===== src/rtl/irq_router_pkg.sv =====
package irq_router_pkg;
  localparam int BUS_W    = 32;
  localparam int NIB_W    = 4;
  localparam int HALF_W   = 16;
  localparam int DEF_SRC  = 16;
  localparam int DEF_LINE = 8;
  localparam int DEF_AW   = 4;
endpackage


===== src/rtl/irq_src_sense.sv =====
module irq_src_sense (
  input  logic clk,
  input  logic rst,
  input  logic raw_i,
  input  logic act_low_i,
  input  logic level_i,
  input  logic clr_i,
  output logic pend_o
);
  logic s1_q, s2_q, s2_d_q, pend_q;
  logic qual, qual_prev, hit;

  // qualification uses the current polarity on both samples, so a polarity
  // change alone never looks like an edge
  assign qual      = s2_q ^ act_low_i;
  assign qual_prev = s2_d_q ^ act_low_i;
  assign hit       = qual & ~qual_prev;

  always_ff @(posedge clk) begin
    if (rst) begin
      s1_q   <= 1'b0;
      s2_q   <= 1'b0;
      s2_d_q <= 1'b0;
      pend_q <= 1'b0;
    end else begin
      s1_q   <= raw_i;
      s2_q   <= s1_q;
      s2_d_q <= s2_q;
      if (level_i)    pend_q <= qual;
      else if (hit)   pend_q <= 1'b1;
      else if (clr_i) pend_q <= 1'b0;
    end
  end

  assign pend_o = pend_q;

  // latched edge event survives until a clear
  p_edge_hold_r7: assert property (@(posedge clk) disable iff (rst)
    (pend_o && !level_i && !clr_i) |=> pend_o);

  // level mode tracks the qualified input one cycle later
  p_level_track_r8: assert property (@(posedge clk) disable iff (rst)
    level_i |=> (pend_o == $past(qual)));

  // a clear with no new event drops an edge-mode pending bit
  p_w1c_r4: assert property (@(posedge clk) disable iff (rst)
    (clr_i && !level_i && !hit) |=> !pend_o);
endmodule


===== src/rtl/irq_line_merge.sv =====
module irq_line_merge #(
  parameter int N_SRC   = 16,
  parameter int LINE_W  = 3,
  parameter int LINE_ID = 0
) (
  input  logic                          clk,
  input  logic                          rst,
  input  logic [N_SRC-1:0]              pend_i,
  input  logic [N_SRC-1:0]              en_i,
  input  logic [N_SRC-1:0][LINE_W-1:0]  route_i,
  input  logic                          oe_i,
  output logic [N_SRC-1:0]              status_o,
  output logic                          line_o
);
  localparam logic [LINE_W-1:0] MY_ID = LINE_W'(LINE_ID);

  logic line_q;

  always_comb begin
    for (int n = 0; n < N_SRC; n++) begin
      status_o[n] = pend_i[n] & en_i[n] & (route_i[n] == MY_ID);
    end
  end

  always_ff @(posedge clk) begin
    if (rst) line_q <= 1'b0;
    else     line_q <= (|status_o) & oe_i;
  end

  assign line_o = line_q;
endmodule


===== src/rtl/irq_regfile.sv =====
module irq_regfile
  import irq_router_pkg::*;
#(
  parameter int N_SRC  = DEF_SRC,
  parameter int N_LINE = DEF_LINE,
  parameter int LINE_W = 3,
  parameter int AW     = DEF_AW
) (
  input  logic                          clk,
  input  logic                          rst,
  input  logic [AW-1:0]                 bus_addr,
  input  logic                          bus_wr,
  input  logic [BUS_W-1:0]              bus_wdata,
  output logic [BUS_W-1:0]              bus_rdata,
  input  logic [N_LINE-1:0][N_SRC-1:0]  status_i,
  output logic [N_SRC-1:0][LINE_W-1:0]  route_o,
  output logic [N_SRC-1:0]              en_o,
  output logic [N_LINE-1:0]             oe_o,
  output logic [N_SRC-1:0]              act_low_o,
  output logic [N_SRC-1:0]              level_o,
  output logic [N_SRC-1:0]              clr_o
);
  localparam int PER_WORD = BUS_W / NIB_W;
  localparam int RT_WORDS = (N_SRC + PER_WORD - 1) / PER_WORD;
  localparam int ST_WORDS = (N_LINE + 1) / 2;
  localparam int IDX_ST   = RT_WORDS;
  localparam int IDX_OE   = IDX_ST + ST_WORDS;
  localparam int IDX_CLR  = IDX_OE + 1;
  localparam int IDX_SNS  = IDX_CLR + 1;

  logic [RT_WORDS-1:0][BUS_W-1:0] rt_q;
  logic [N_LINE-1:0]              oe_q;
  logic [2*N_SRC-1:0]             sns_q;
  logic [BUS_W-1:0]               rd_d, rd_q;

  always_ff @(posedge clk) begin
    if (rst) begin
      rt_q  <= '0;
      oe_q  <= '0;
      sns_q <= '0;
    end else if (bus_wr) begin
      for (int w = 0; w < RT_WORDS; w++) begin
        if (bus_addr == AW'(w)) rt_q[w] <= bus_wdata;
      end
      if (bus_addr == AW'(IDX_OE))  oe_q  <= bus_wdata[HALF_W +: N_LINE];
      if (bus_addr == AW'(IDX_SNS)) sns_q <= bus_wdata[2*N_SRC-1:0];
    end
  end

  generate
    for (genvar n = 0; n < N_SRC; n++) begin : g_src_fields
      assign route_o[n]   = rt_q[n / PER_WORD][(n % PER_WORD)*NIB_W +: LINE_W];
      assign en_o[n]      = rt_q[n / PER_WORD][(n % PER_WORD)*NIB_W + NIB_W - 1];
      assign act_low_o[n] = sns_q[2*n];
      assign level_o[n]   = sns_q[2*n+1];
    end
  endgenerate

  assign oe_o  = oe_q;
  assign clr_o = (bus_wr && bus_addr == AW'(IDX_CLR)) ? bus_wdata[N_SRC-1:0] : '0;

  always_comb begin
    rd_d = '0;
    for (int w = 0; w < RT_WORDS; w++) begin
      if (bus_addr == AW'(w)) rd_d = rt_q[w];
    end
    for (int s = 0; s < ST_WORDS; s++) begin
      if (bus_addr == AW'(IDX_ST + s)) begin
        rd_d[N_SRC-1:0]          = status_i[2*s];
        rd_d[HALF_W +: N_SRC]    = status_i[2*s+1];
      end
    end
    if (bus_addr == AW'(IDX_OE))  rd_d[HALF_W +: N_LINE] = oe_q;
    if (bus_addr == AW'(IDX_SNS)) rd_d[2*N_SRC-1:0]      = sns_q;
  end

  always_ff @(posedge clk) begin
    if (rst) rd_q <= '0;
    else     rd_q <= rd_d;
  end

  assign bus_rdata = rd_q;

  // the clear word produces no strobe outside a write to it
  p_clr_only_on_write_r4: assert property (@(posedge clk) disable iff (rst)
    !bus_wr |-> (clr_o == '0));
endmodule


===== src/rtl/irq_router.sv =====
module irq_router
  import irq_router_pkg::*;
#(
  parameter int N_SRC  = DEF_SRC,
  parameter int N_LINE = DEF_LINE,
  parameter int AW     = DEF_AW
) (
  input  logic              clk,
  input  logic              rst,
  input  logic [AW-1:0]     bus_addr,
  input  logic              bus_wr,
  input  logic [BUS_W-1:0]  bus_wdata,
  output logic [BUS_W-1:0]  bus_rdata,
  input  logic [N_SRC-1:0]  src_i,
  output logic [N_LINE-1:0] irq_line_o
);
  localparam int LINE_W = (N_LINE > 1) ? $clog2(N_LINE) : 1;

  logic [N_SRC-1:0][LINE_W-1:0] route;
  logic [N_SRC-1:0]             en, act_low, level, clr, pend;
  logic [N_LINE-1:0]            oe;
  logic [N_LINE-1:0][N_SRC-1:0] status;

  irq_regfile #(
    .N_SRC(N_SRC), .N_LINE(N_LINE), .LINE_W(LINE_W), .AW(AW)
  ) u_regs (
    .clk(clk), .rst(rst),
    .bus_addr(bus_addr), .bus_wr(bus_wr), .bus_wdata(bus_wdata),
    .bus_rdata(bus_rdata),
    .status_i(status),
    .route_o(route), .en_o(en), .oe_o(oe),
    .act_low_o(act_low), .level_o(level), .clr_o(clr)
  );

  generate
    for (genvar n = 0; n < N_SRC; n++) begin : g_sense
      irq_src_sense u_sense (
        .clk(clk), .rst(rst),
        .raw_i(src_i[n]), .act_low_i(act_low[n]), .level_i(level[n]),
        .clr_i(clr[n]), .pend_o(pend[n])
      );
    end
    for (genvar k = 0; k < N_LINE; k++) begin : g_line
      irq_line_merge #(
        .N_SRC(N_SRC), .LINE_W(LINE_W), .LINE_ID(k)
      ) u_merge (
        .clk(clk), .rst(rst),
        .pend_i(pend), .en_i(en), .route_i(route), .oe_i(oe[k]),
        .status_o(status[k]), .line_o(irq_line_o[k])
      );
    end
  endgenerate

  // outputs come out of reset low
  p_reset_state_r1: assert property (@(posedge clk) disable iff (rst)
    $past(rst) |-> (irq_line_o == '0));

  // a line whose enable was off in the previous cycle stays low
  p_line_gated_r5: assert property (@(posedge clk) disable iff (rst)
    ((irq_line_o & ~$past(oe)) == '0));
endmodule


===== config.mk =====
export PLATFORM = sky130hd
export DESIGN_NAME = irq_router
export DESIGN_NICKNAME = d
export VERILOG_FILES = /design/src/rtl/irq_router_pkg.sv /design/src/rtl/irq_src_sense.sv /design/src/rtl/irq_line_merge.sv /design/src/rtl/irq_regfile.sv /design/src/rtl/irq_router.sv
export SDC_FILE = /design/constraint.sdc
export NUM_CORES = 1
export LEC_CHECK = 0
export BUFFER_PORTS_ARGS = -buffer_cell sky130_fd_sc_hd__buf_2
export CAP_MARGIN = 30
export CELL_PAD_IN_SITES_DETAIL_PLACEMENT = 1
export CELL_PAD_IN_SITES_GLOBAL_PLACEMENT = 1
export CORE_MARGIN = 2
export CORE_UTILIZATION = 41
export DETAILED_ROUTE_END_ITERATION = 8
export PLACE_DENSITY = 0.74
export SLEW_MARGIN = 20
export SYNTH_ARGS = -nofsm -noshare
export SYNTH_HDL_FRONTEND = slang
export SYNTH_HIERARCHICAL = 1
export SYNTH_SLANG_ARGS = --single-unit

===== constraint.sdc =====
create_clock -name clk -period 1.6 [get_ports clk]
set_clock_uncertainty 0.05 [all_clocks]
set_input_delay 0.24 -clock clk [delete_from_list [all_inputs] [get_ports clk]]
set_output_delay 0.24 -clock clk [all_outputs]
set_load 0.01 [all_outputs]

==> results of run 1 <==
==> cell type report <==
type | instances | area share
multi-input cells | 1048 | 0.4475
repair buffers | 414 | 0.2064
inverters | 32 | 0.007171
clock inverters | 11 | 0.009635
flip-flops and latches | 208 | 0.2596
clock buffers | 33 | 0.04153
well taps | 378 | 0.02823
==> worst max-delay path by stage <==
stage,startpoint,end,slack [ns]
floorplan,u_regs/route_o[38],u_regs/bus_rdata[28],0.07
global placement,bus_addr[0],g_sense[6].u_sense/pend_o,-0.69
detailed placement,bus_addr[0],g_sense[6].u_sense/pend_o,-0.59
CTS,g_sense[4].u_sense/pend_o,u_regs/bus_rdata[20],-0.06
global route,g_sense[5].u_sense/pend_o,u_regs/bus_rdata[21],-0.17
finish,g_sense[5].u_sense/pend_o,u_regs/bus_rdata[21],-0.12
==> report_power, final <==
group	switching (mW)	leakage, nW	total (mW)	internal [mW]
Combinational	0.743	4.14	1.34	0.594
Clock	2.36	0.422	6.04	3.68
Sequential	0.141	1.74	5.41	5.27
Total	3.25	6.30	12.8	9.54
==> per-layer routing <==
metal  global-route usage  routed length, um  vias up
met3              0.06673               3719      161
met1               0.4515              22230     6354
met4               0.1677               2902        0
met2               0.5911              25520      477
li1                     -                  -     5660
met5                    0                  0        -
==> logic make-up (layout without fill, tap and decap cells) <==
kind of cell | count (synthesis) | in the layout | share of synthesized area
and+or+nand+nor | 707 | 707 | 0.3354
AOI/OAI and AO/OA | 288 | 288 | 0.1801
DFF | 208 | 208 | 0.3608
buffers and inverters | 108 | 490 | 0.04944
muxes | 53 | 53 | 0.07426
==> sequential cells by signal, indices dropped and copies added, names as in the netlist, 16 cells and up <==
register,cells
g_sense.u_sense/s1_q,16
u_regs/en_o,16
u_regs/bus_rdata,32
g_sense.u_sense/s2_q,16
g_sense.u_sense/pend_o,16
u_regs/sns_q,32
u_regs/route_o,48
g_sense.u_sense/s2_d_q,16
==> what timing repair did <==
action | 4_1_cts | 5_1_grt
endpoints found under the setup margin | 38 | 36
pin swaps | 16 | 41
gates resized for setup | 129 | 142
endpoints found under the hold margin | 113 | 0
hold buffers | 47 | 0
buffers inserted | 7 | 23
==> cell usage in the layout (no fill, tap or decap), drive strengths merged, types with 29 or more instances in the layout <==
| cell type | count |
|---|---|
| a21oi | 104 |
| buf | 367 |
| clkbuf | 33 |
| dfxtp | 208 |
| dlygate4sd3 | 47 |
| inv | 32 |
| nand2 | 287 |
| nand3 | 54 |
| nand4b | 32 |
| nor2 | 134 |
| nor2b | 41 |
| nor3b | 31 |
| nor4 | 48 |
| o22ai | 29 |
==> critical path, stage by stage (launching register included) <==
cell and delay [ns]:
sky130_fd_sc_hd__dfxtp_2 0.36, sky130_fd_sc_hd__buf_12 0.14, sky130_fd_sc_hd__nand3_4 0.08, sky130_fd_sc_hd__nor3b_4 0.23, sky130_fd_sc_hd__or2_4 0.15, sky130_fd_sc_hd__a22oi_2 0.05, sky130_fd_sc_hd__o22a_1 0.25, sky130_fd_sc_hd__o41ai_4 0.29
==> stage by stage <==
step,hold WS (ns),utilization
CTS,0.004274,0.5768
global route,0.02553,0.6030
detailed placement,0.3763,0.5133
finish,0.02550,0.6030
global placement,0.3652,0.5133
floorplan,0.2594,-
==> results list, run 1 <==
- Root Driver: sky130_fd_sc_hd__clkbuf_16
- The share of the Yosys chip area taken by registers is 0.3608.
- Wire length of the first global-routing pass: 78.66 mm
- Maxcap violations: 0
- The number of antenna violations at the first check in global routing came to 0.
* Top-area cell type share of the netlist area: 0.3608
- The worst hold path terminates at u_regs/sns_q[20].
- Ranking of synthesized cells by area: sky130_fd_sc_hd__dfxtp_1 36%, sky130_fd_sc_hd__nand2_1 9.3%, sky130_fd_sc_hd__mux4_2 4.7%
- Number of buffers on the longest clock path: 3
- The worst setup path is captured at a register.
- Largest area contributor in the netlist: sky130_fd_sc_hd__dfxtp_1
- Measured against its own limit, the worst slew margin works out to 0.6136.
- First-iteration detailed-routing DRC count: 915
- In the routed design, unresolved DRC markers number 0.
- For the worst-skew pair, the clock arrives at the later sink with an insertion delay of 0.55 ns.
- After technology mapping, the gate count stands at 1,364.
- Unrepaired setup endpoints after global routing: yes
- Power density relative to cell area: 763.2 mW/mm2
- Post-placement cell count: 2,007
* Filler Cell Count: 3,208
* Critical path data arrival time: 2.09 ns
- Worst hold-check path type: in2reg
- Depth of the most critical reg-to-reg path: 7
- Area of the core: 0.02778 mm2
* Minimum clock period after layout: 1.720 ns
- In this run the worst path has a maximum fanout of 8.
- Final Routed Wirelength: 54.37 mm
- Combined area of all synthesized cells: 0.01154 mm2
- Fraction of final layout cells sized beyond drive strength 1: 0.4181
* Worst r2r dst: u_regs/bus_rdata[21]
- When the netlist entered floorplanning its net count stood at 1,419.
* Cell depth of the worst min-delay path: 2
- DP HPWL: 39.01 mm
- Port Buffers: 94
- Of the available clock period, the critical path in the final layout requires 1.075.
* Total Negative Setup Slacks: -0.4069 ns
- Total power for the finished layout comes to 12.78 mW.
* Number of enable-type register cells in the synthesized netlist: 0
* Final cell count without fillers: 2,124
- # clock sinks: 208
* Violated checks: setup timing
- Final-report max-slew violation count: 0
* CTS clk-pin slew, worst paths: 0.06 ns
- Maximum clock frequency: 581.5 MHz
- CTS built an H-tree with a depth of 1.
- For the worst setup path, the data required time is 1.97 ns.
* Number of warnings issued by yosys: 6
* Worst hold start: rst
- Multi-input gate area: 0.007496 mm2
* Pre-Repair DR Iteration Count: 7
* Vias in the first global route: 12,820
- In this run the register-to-register setup slack is -0.12 ns.
- Outcome: finished, violations left
* Cell with the most instances after synthesis: sky130_fd_sc_hd__nand2_1
- Mean area per synthesized cell: 8.461 um2
- In the post-route analysis, the smallest setup slack over all paths is -0.1197 ns.
* Final count of hold timing violations: 0
- In the final routed layout, each cell accounts on average for 25.60 um.
- Cell area after placement: 0.01426 mm2
- Setup violations remaining at the end of the flow were counted as 9.
- Peak supply drop: 0.7839 mV
- Row count: 61
* Post-placement worst setup slack: -0.5855 ns
- Die area: 0.02951 mm2
- Number of buffers created by CTS: 24
- Net count, final: 1,783
* Total non-filler cell area in the finished layout: 0.01675 mm2
- From synthesis to final layout, the design area changed by 45.14%.
- For this run, the leading register cell type out of synthesis is sky130_fd_sc_hd__dfxtp_1.
- For this run, asynchronously set or reset flops after synthesis account for 0.
- Number of antenna cells inserted: 0
- Detailed routing inserted a total of 12,650 vias.
* Largest net degree at the start of global routing: 56
- The die is 171.8 um tall.
- GPL Wtd Cong: 0.9991
- Slew of the pin with the lowest slew margin: 0.5796 ns
- Aggregate global-route resource usage: 0.3578
* RR Startpoint: g_sense[5].u_sense/pend_o
- Global routing finished with a remaining overflow of 0.
- Number of top-level pins: 95
* Static leakage: 6.303 nW
- Dividing the detail-routed via count by the number of cells gives 5.957.
- Kind of launch point of the worst setup path: register
- Die boundary width: 171.8 um
- TritonCTS built the clock tree.
* Post-route ant nets: 0
* Total of flip-flops plus latches after synthesis: 208
* Starting density of the core: 0.4154
- Most instantiated cells after synthesis: 286 x sky130_fd_sc_hd__nand2_1, 208 x sky130_fd_sc_hd__dfxtp_1, 128 x sky130_fd_sc_hd__nor2_1, 104 x sky130_fd_sc_hd__a21oi_1, 52 x sky130_fd_sc_hd__nand3_1
* Number of library cell types mapped by synthesis: 60
- The critical path in this run is classified as reg2reg.
* Area of all sequential standard cells: 0.004348 mm2
Note: power is estimated with default switching activity, not from simulation.
==> run 2, diff against run 1 <==
- ABC_AREA: default -> 1
- CORE_UTILIZATION: 41 -> 38
- PLACE_DENSITY: 0.74 -> 0.76
==> results list, run 2 <==
- Outcome: finished, violations left
* Violated checks: setup timing
- Area fraction in and, or, nand and nor cells after synthesis: 0.3626 (+0.02716)
- The max-slew violation total from the final report is 0 (unchanged).
- Y dimension of the die: 189.5 um (+10%)
- The count of final hold-check violations is 0 (unchanged).
- Synth Area in XOR/XNOR: 0 (unchanged)
* Synthesized instance count: 2,369 (+74%)
- Static leakage: 9.050 nW (+44%)
- Number of top-level pins: 95 (unchanged)
- Largest net degree at the start of global routing: 73 (+30%)
* Minimum clock period after layout: 1.606 ns (-0.1141 ns)
- Async SR Flop Fraction: 0 (unchanged)
- Compared with the post-synthesis result, the final layout area differs by 23.47%.
* Syn nets: 2,424 (+71%)
- The number of distinct library cells after synthesis was 21 (-65%).
* Aggregate global-route resource usage: 0.2856 (-0.07221)
- The final HPWL from detailed placement is 37.36 mm (-4.2%).
- The via count of the first global-routing pass was 14,660 (+14%).
- Final global-route overflow total: 0 (unchanged)
- The number of synthesized flops with an enable pin was 0 (unchanged).
* Total of flip-flops plus latches after synthesis: 208 (unchanged)
- The per-cell routed wire length is 17.03 um (-33%).
- Int Pwr: 10.13 mW (+6.2%)
- Combined area of all synthesized cells: 0.01307 mm2 (+13%)
- The path class of the tightest hold or removal check is in2reg.
- The post-synthesis adder-cell area fraction was 0 (unchanged).
- Net Sw Power: 3.376 mW (+4.0%)
- The post-synthesis mux area share is 0 (-0.07426).
- Net count, final: 2,603 (+46%)
* Share of the clock period used by the worst path: 1.003 (-0.07133)
- For this run, the leading register cell type out of synthesis is sky130_fd_sc_hd__dfxtp_1.
- Sequential fraction of design power: 0.411 (-0.012)
* Final WS setup: -0.005543 ns (+0.1141 ns)
- Worst setup EP type: register
- The standard-cell row count came to 67 (+9.8%).
* Post-layout power: 13.50 mW (+5.6%)
- Max FFs per register: 48 (unchanged)
- First-iteration detailed-routing DRC count: 1,009 (+10%)
* Via Count: 14,560 (+15%)
* Leading cell type in the layout, fill and taps excluded: sky130_fd_sc_hd__inv_1
* Total setup violations reported at the end of the flow: 1 (-8)
- The count of inserted antenna diode cells was 0 (unchanged).
* Max-slew headroom at the worst pin: 0.7222 (+0.1086)
* Ranking of synthesized cells by area: sky130_fd_sc_hd__dfxtp_1 32%, sky130_fd_sc_hd__inv_1 19%, sky130_fd_sc_hd__nand2_1 17%
- The highest fanout seen on the critical path is 5 (-3).
- Combinational family with the most area after synthesis: simple AND/OR/NAND/NOR gates
- The clock-pin slew reported for the worst setup and hold paths after clock tree synthesis is 0.07 ns (about the same).
* Fraction of final layout cells sized beyond drive strength 1: 0.1247 (-0.2934)
- The maximum resistive drop on vdd came to 0.7959 mV (+1.5%).
- The number of sinks on the clock net was 208 (unchanged).
- The per-cell via count in the routed design is 4.828 (-19%).
- Maximum clock frequency: 622.8 MHz (+7.1%)
- The die boundary width is 189.5 um (+10%).
* Top-area cell type share of the netlist area: 0.3186 (-0.04224)
* Die area: 0.03590 mm2 (+22%)
* Residual DRC count: 0 (unchanged)
- The compound-gate portion of the synthesized area came to 0.1041 (-0.07593).
- The synthesized design spends more area on one cell type than any other, namely sky130_fd_sc_hd__dfxtp_1.
* Slew of the pin with the lowest slew margin: 0.4161 ns (-0.1634 ns)
- Wire length of the first global-routing pass: 79.97 mm (+1.7%)
* Total Negative Setup Slacks: -0.005543 ns (+0.4014 ns)
* Most frequent cells in the layout: 672 x sky130_fd_sc_hd__inv_1, 577 x sky130_fd_sc_hd__nand2_1, 387 x sky130_fd_sc_hd__nor2_1, 163 x sky130_fd_sc_hd__dfxtp_1, 151 x sky130_fd_sc_hd__o21ai_0
- The proportion of total power due to net switching is 0.2500 (-0.003800).
- Critical path data arrival time: 1.99 ns (-0.10 ns)
* Maxcap violations: 0 (unchanged)
- Post-placement cell count: 2,930 (+46%)
- The yosys synthesis warning count was 6 (unchanged).
- Kind of launch point of the worst setup path: register
* Port Buffers: 94 (unchanged)
- The final wirelength was 51.34 mm (-5.6%).
* Worst endpoint required time: 1.99 ns (+0.02 ns)
- Most instantiated cells after synthesis: 672 x sky130_fd_sc_hd__inv_1, 577 x sky130_fd_sc_hd__nand2_1, 392 x sky130_fd_sc_hd__nor2_1, 208 x sky130_fd_sc_hd__dfxtp_1, 151 x sky130_fd_sc_hd__o21ai_0
- The power density over the cells came to 836.7 mW/mm2 (+9.6%).
* Area of the core: 0.03370 mm2 (+21%)
- The post-layout instance count excluding filler cells came to 3,015 (+42%).
* Root Driver: sky130_fd_sc_hd__clkbuf_16
- The part of the power in the clock network came to 0.504 (+0.032).
- Number of levels in the clock H-tree: 1 (unchanged)
- The residual antenna-violating net count after detailed routing was 0 (unchanged).
* Pre-Repair DR Iteration Count: 5 (-2)
* Worst hold margin: 0.02581 ns (+0.0003131 ns)
- Initial antenna violation count: 0 (unchanged)
* Number of buffers on the longest clock path: 3 (unchanged)
* Worst Setup Path Type: reg2reg
* Number of buffers created by CTS: 26 (+8.3%)
* Cell with the most instances after synthesis: sky130_fd_sc_hd__inv_1
- TritonCTS built the clock tree.
- The starting utilization of the core area is 0.3879 (-0.02755).
- Clock latency reported for the late side of the worst-skew pair: 0.56 ns (about the same)
- The placer congestion estimate is 0.8819 (-12%).
- The synthesized area divided by synthesized cell count came to 5.518 um2 (-35%).
- Sequential area share after synthesis: 0.3186 (-0.04224)
* Power share of the combinational group: 0.086 (-0.019)
-- run 2: stage by stage --
stage / setup slack, ns / instance area [um2] / utilization
6_report: -0.005543 / 16140 / 0.4789
5_1_grt: -0.003077 / 16140 / 0.4789
4_1_cts: 0.01580 / 16070 / 0.4768
3_5_place_dp: -0.1619 / 14700 / 0.4361
3_3_place_gp: -0.1116 / 14700 / 0.4361
2_1_floorplan: 0.2687 / 13070 / -
-- run 2: final cells by class --
type / count / area, um2
Clock buffer: 38 / 787.0
Clock inverter: 9 / 201.4
Sequential cell: 208 / 4220
Tap cell: 448 / 560.5
Fill cell: 4760 / 17560
Inverter: 678 / 2546
Timing Repair Buffer: 214 / 1694
Multi-Input combinational cell: 1420 / 6130
-- run 2: metal layers --
layer	GRT usage	wire, um	vias to the layer above
li1	-	-	7236
met1	0.3756	23260	6948
met2	0.4837	23810	290
met3	0.03800	2780	82
met4	0.09213	1489	0
met5	0	0	-
-- run 2: logic make-up (layout without fill, tap and decap cells) --
kind of cell	Yosys count	count (layout)
AO/OA/AOI/OAI	272	272
buffers and inverters	741	939
AND/OR/NAND/NOR	1148	1148
flip-flops	208	208
-- run 2: repair_timing --
action,4_1_cts,5_1_grt
buffers inserted,0,0
resized for setup,3,48
endpoints found under the setup margin,2,20
hold endpoints to repair,57,0
gates cloned,0,0
pin swaps,0,0
hold buffers,38,0
-- run 2: power groups by stage --
| stage | registers (mW) | clock network, mW | logic (mW) |
|---|---|---|---|
| after floorplan | 5.58 | 0 | 0.525 |
| after global placement | 5.64 | 0 | 1.02 |
| after detailed placement | 5.65 | 0 | 1.06 |
| after CTS | 5.54 | 6.94 | 1.14 |
| after global routing | 5.57 | 7.16 | 1.27 |
| final | 5.55 | 6.80 | 1.16 |
-- run 2: worst paths after layout --
kind	start	to	slack (ns)	cells after the start
hold reg to reg	g_sense[10].u_sense/s1_q	g_sense[10].u_sense/s2_q	0.35	2
setup / recovery	g_sense[15].u_sense/pend_o	g_line[0].u_merge/line_o	-0.006	8
hold / removal	bus_wdata[22]	u_regs/route_o[17]	0.03	3
setup reg to reg	g_sense[15].u_sense/pend_o	g_line[0].u_merge/line_o	-0.006	8
-- run 2: critical path: stages (launching register included) --
cell and delay [ns]:
sky130_fd_sc_hd__dfxtp_1 0.38, sky130_fd_sc_hd__nand2_1 0.11, sky130_fd_sc_hd__nor2_1 0.05, sky130_fd_sc_hd__nand2_1 0.14
sky130_fd_sc_hd__nand2_1 0.11, sky130_fd_sc_hd__nor2_1 0.18, sky130_fd_sc_hd__nand2_1 0.13, sky130_fd_sc_hd__nor2_1 0.26
sky130_fd_sc_hd__nor2_1 0.08
